### src/rtl/async_bus_master.sv
module async_bus_master #(
  parameter int ADDR_W = 32
) (
  input  logic              clk,
  input  logic              rst_n,
  input  logic              wide_mode,
  input  logic              req_valid,
  input  logic [ADDR_W-1:0] req_addr,
  input  logic [1:0]        req_size,
  input  logic              req_write,
  input  logic [31:0]       req_wdata,
  output logic              busy,
  output logic              done,
  output logic [31:0]       rdata,
  output logic [ADDR_W-1:0] bus_addr,
  output logic              bus_as,
  output logic              bus_uds,
  output logic              bus_lds,
  output logic              bus_rw,
  output logic [15:0]       bus_dout,
  input  logic [15:0]       bus_din,
  input  logic              bus_ack
);

  typedef enum logic [1:0] {S_IDLE, S_SETUP, S_STROBE, S_RECOVER} st_t;

  st_t               st;
  logic              ack_m, ack_s;
  logic              wide_q, wr_q, byte_q;
  logic [2:0]        left;
  logic [31:0]       wbuf, rbuf;
  logic [ADDR_W-1:0] addr_q;
  logic              done_q;

  wire [2:0] n_cyc = wide_mode ? ((req_size == 2'd2) ? 3'd2 : 3'd1)
                               : ((req_size == 2'd2) ? 3'd4 : (req_size == 2'd1) ? 3'd2 : 3'd1);
  wire [4:0] shamt = (req_size == 2'd2) ? 5'd0 : (req_size == 2'd1) ? 5'd16 : 5'd24;
  wire       pair  = wide_q & ~byte_q;
  wire       strb  = (st == S_STROBE);
  wire [7:0] lane  = (wide_q & ~addr_q[0]) ? bus_din[15:8] : bus_din[7:0];

  assign busy     = (st != S_IDLE);
  assign done     = done_q;
  assign rdata    = rbuf;
  assign bus_addr = addr_q;
  assign bus_as   = strb;
  assign bus_uds  = strb & wide_q & (~byte_q | ~addr_q[0]);
  assign bus_lds  = strb & (~wide_q | ~byte_q | addr_q[0]);
  assign bus_rw   = ~(busy & wr_q);
  assign bus_dout = pair   ? wbuf[31:16]
                  : wide_q ? {wbuf[31:24], wbuf[31:24]}
                  :          {8'h00, wbuf[31:24]};

  always_ff @(posedge clk or negedge rst_n) begin
    if (!rst_n) begin
      ack_m <= 1'b0;
      ack_s <= 1'b0;
    end else begin
      ack_m <= bus_ack;
      ack_s <= ack_m;
    end
  end

  always_ff @(posedge clk or negedge rst_n) begin
    if (!rst_n) begin
      st     <= S_IDLE;
      wide_q <= 1'b0;
      wr_q   <= 1'b0;
      byte_q <= 1'b0;
      left   <= '0;
      wbuf   <= '0;
      rbuf   <= '0;
      addr_q <= '0;
      done_q <= 1'b0;
    end else begin
      done_q <= 1'b0;
      case (st)
        S_IDLE: if (req_valid) begin
          wide_q <= wide_mode;
          wr_q   <= req_write;
          byte_q <= (req_size == 2'd0);
          left   <= n_cyc;
          wbuf   <= req_wdata << shamt;
          rbuf   <= '0;
          addr_q <= req_addr;
          st     <= S_SETUP;
        end
        S_SETUP: st <= S_STROBE;
        S_STROBE: if (ack_s) begin
          rbuf <= pair ? {rbuf[15:0], bus_din} : {rbuf[23:0], lane};
          wbuf <= pair ? (wbuf << 16) : (wbuf << 8);
          left <= left - 3'd1;
          st   <= S_RECOVER;
        end
        S_RECOVER: if (!ack_s) begin
          if (left == 3'd0) begin
            done_q <= 1'b1;
            st     <= S_IDLE;
          end else begin
            addr_q <= addr_q + (pair ? ADDR_W'(2) : ADDR_W'(1));
            st     <= S_SETUP;
          end
        end
        default: st <= S_IDLE;
      endcase
    end
  end


  narrow_no_upper_chk: assert property (@(posedge clk) disable iff (!rst_n)
    (busy && !wide_q) |-> !bus_uds);


  strobe_needs_as_chk: assert property (@(posedge clk) disable iff (!rst_n)
    (bus_uds || bus_lds) |-> bus_as);


  addr_hold_chk: assert property (@(posedge clk) disable iff (!rst_n)
    (bus_as && $past(bus_as)) |-> ($stable(bus_addr) && $stable(bus_dout) && $stable(bus_rw)));


  no_start_on_ack_chk: assert property (@(posedge clk) disable iff (!rst_n)
    $rose(bus_as) |-> !ack_s);


  done_pulse_chk: assert property (@(posedge clk) disable iff (!rst_n)
    done |=> !done);


  mode_hold_chk: assert property (@(posedge clk) disable iff (!rst_n)
    (busy && $past(busy)) |-> $stable(wide_q));

endmodule

### config.mk
export PLATFORM = sky130hd
export DESIGN_NAME = async_bus_master
export DESIGN_NICKNAME = d
export VERILOG_FILES = /design/src/rtl/async_bus_master.sv
export SDC_FILE = /design/constraint.sdc
export NUM_CORES = 1
export LEC_CHECK = 0
export ABC_CLOCK_PERIOD_IN_PS = 3700
export BUFFER_PORTS_ARGS = -buffer_cell sky130_fd_sc_hd__buf_2
export CAP_MARGIN = 20
export CORE_MARGIN = 5
export CORE_UTILIZATION = 45
export CTS_BUF_LIST = sky130_fd_sc_hd__clkbuf_8 sky130_fd_sc_hd__clkbuf_16
export CTS_CLUSTER_SIZE = 8
export DETAILED_ROUTE_END_ITERATION = 12
export PLACE_DENSITY = 0.81
export SYNTH_ARGS = -nofsm -noshare
export SYNTH_HDL_FRONTEND = slang
export SYNTH_SLANG_ARGS = --single-unit
### constraint.sdc
create_clock -name clk -period 3.7 [get_ports clk]
set_input_delay 0.74 -clock clk [delete_from_list [all_inputs] [get_ports clk]]
set_output_delay 0.74 -clock clk [all_outputs]
set_load 0.02 [all_outputs]
==> run_results.csv <==
group,metric,value,unit
synth,synthFlopType,"dfrtp_1",
synth,synth-edff-count,0,
routing,vias,6103,
sta,setup_tns,0,ns
grt,grt-ovfl-total,0,
routing,highest_layer,"met4",
synth,synthDominantAreaCellType,"dfrtp_1",
routing,ant_nets,0,
grt,grtUsageTotal,21.8,%
synth,synth_top_area_share,41.8,%
routing,drt_first_pass_iters,5,
critical_path,crit_arrival,2.18,ns
placement,dp.final_hpwl,13000,um
critical_path,crit_path_cell_trace,"nand3b_1 -> and2_1 -> buf_2",
floorplanning,fp.dieArea,0.0167,sq mm
cts,cts-root-buf,"clkbuf_16",
sta,post-route-period-util,79.0,%
pwr,ir_drop,0.557,mV
placement,portBuffers,173,
synth,ys_top_cells_by_area,"dfrtp_1 (42%), mux2i_1 (9.7%), nand2_1 (7.3%)",
synth,syn_nets,820,
cts,cts_setup_buffers,0,
synth,synth_cell_types,50,
sta,slew_headroom,29.9,%
critical_path,rrSetupSlack,0.90,ns
grt,grt_pass1_vias,5840,
synth,yosysSeqAreaShare,41.8,%
cts,postCtsHoldBufs,0,
critical_path,cp.required,2.96,ns
cts,cts_buffers,9,
routing,post_drt_wl_per_cell,17.7,um
sta,hold-worst-slack,0.357,ns
cts,clk_latency,0.35,ns
synth,ys_ff_latch,107,
worst_hold_path,hold_class,"reg -> reg",
routing,routed_wl,18500,um
floorplanning,rows,43,
finish,antennaDiodeCount,0,
placement,place.gp.congestion,0.912,
finish,final_net_count,959,
finish,drive_above_1_share,27.0,%
critical_path,critPathSlowestCell,"nand3b_1",
cts,numClockSinks,107,
finish,syn2layout_area_growth,20.6,%
grt,antenna_found_initial,0,
critical_path,timing_worst_setup_path_type,"reg -> out",
sta,min_period,2.92,ns
pwr,p_leak,3.72,nW
routing,dr_wl_met2,8980,um
routing,drt-met1-wl,7730,um
routing,wl_met3,1500,um
synth,synth_area_per_cell,8.88,sq um
critical_path,path_max_fanout,12,
sta,worstMarginPinSlew,1.05,ns
critical_path,worst_setup_path_end_kind,"output pin",
synth,netlist_area,0.00641,sq mm
cts,clk_pin_slew,0.07,ns
sta,fin_skew,0.00547,ns
synth,syn-instance-count,722,
sta,rsz0062_at_grt,"false",
synth,synth_commonest_cells,"nand2_1 (124), dfrtp_1 (107), mux2i_1 (62), clkbuf_1 (37), nor2_1 (37)",
synth,yosysMostFrequentCell,"nand2_1",
critical_path,max_stage_delay,0.65,ns
cts,htreeDepth,3,
grt,grt_pass1_wl,29300,um
finish,seq_area,0.00268,sq mm
cts,cts_tree,"yes",
cts,clockBufferDepth,2,
critical_path,critical_path.startpoint_type,"register",
synth,yosysWarnings,0,
floorplanning,die_h,129,um
grt,grt_max_degree,72,
cts,cts-resized-gates,0,
finish,nFillCells,1248,
floorplanning,die_w,129,um
pwr,totalPowerFinal,7.51,mW
routing,drt_iter0_drc,622,
floorplanning,core,0.0139,sq mm
sta,setup_violations,0,
finish,final_area,0.00773,sq mm
sta,fmax,342,MHz
sta,finalMaxSlewViolations,0,
sta,hold_viol,0,
outcome,outcome,"completed",
pwr,power_density,972,mW/mm^2
critical_path,path_delay_family,"simple AND/OR/NAND/NOR gates",
job,cap_viol_max_count,0,
finish,utilization,55.5,%
critical_path,worst-path-buf-inv,1,
synth,async_reset_ff_share,100,%
placement,place_area,0.00741,sq mm
routing,drc,0,
routing,vias_per_cell,5.83,
floorplanning,start_util,46.0,%
floorplanning,io_pins,174,
finish,multiInputGateArea,0.00346,sq mm
report_power, final:
part | switching, mW | internal, mW
sequential | 0.564 | 1.69
clock | 0.426 | 0.599
combinational | 2.75 | 1.49
state kept, by name, summed over array words and instances, names as in the netlist:
signal,cells
bus_addr,32
rdata,32
wbuf,32
left,3
st,2
ack_m,1
ack_s,1
byte_q,1
done,1
wide_q,1
wr_q,1
cell usage in the layout, fill, tap and decap left out, drive strengths merged, types with 16 or more instances in the layout:
| cell | instances |
|---|---|
| a21oi | 36 |
| buf | 187 |
| dfrtp | 107 |
| inv | 16 |
| mux2 | 22 |
| mux2i | 62 |
| nand2 | 125 |
| nand3 | 26 |
| nor2 | 38 |
| o21ai | 35 |
| o22ai | 17 |
| o31ai | 27 |
area by class of cell:
| cell class | count | area share [%] |
|---|---|---|
| Clock buffer | 13 | 3.63 |
| Tap cell | 180 | 2.91 |
| Sequential cell | 107 | 34.6 |
| Inverter | 16 | 0.777 |
| Clock inverter | 3 | 0.567 |
| Timing Repair Buffer | 187 | 12.8 |
| Multi-Input combinational cell | 540 | 44.7 |
stage by stage:
stage | instances | worst slack [ns]
after detailed placement | 1030 | 0.917
after global routing | 1046 | 0.680
after CTS | 1046 | 0.771
final | 1046 | 0.777
after floorplan | 722 | 0.747
after global placement | 1030 | 0.953
final timing paths:
check,startpoint,to,cells past startpoint
worst max-delay path,wide_q$_DFFE_PN0P_,bus_lds,3
worst min-delay path,ack_m$_DFF_PN0_,ack_s$_DFF_PN0_,0
worst max register to register,wide_q$_DFFE_PN0P_,bus_addr[28]$_DFFE_PN0P_,6
worst min register to register,ack_m$_DFF_PN0_,ack_s$_DFF_PN0_,0
max in group asynchronous,rst_n,wbuf[31]$_DFFE_PN0P_,2
min in group asynchronous,rst_n,bus_addr[21]$_DFFE_PN0P_,1
layer usage:
| layer | track usage (%) | vias to the layer above |
|---|---|---|
| met5 | 0 | - |
| li1 | - | 2910 |
| met4 | 5.99 | 0 |
| met1 | 28.8 | 2875 |
| met3 | 5.11 | 26 |
| met2 | 36.1 | 292 |
cell families after synthesis:
| kind of cell | count (synthesis) | synth area share (%) |
|---|---|---|
| multiplexers | 84 | 13.5 |
| adder cells (fa/ha/maj) | 10 | 1.95 |
| flip-flops | 107 | 41.8 |
| AO/OA/AOI/OAI | 183 | 19.1 |
| buffers and inverters | 75 | 4.72 |
| XOR/XNOR | 1 | 0.137 |
| AND/OR/NAND/NOR | 262 | 18.7 |
No activity file was read; power rests on OpenSTA's default activity.
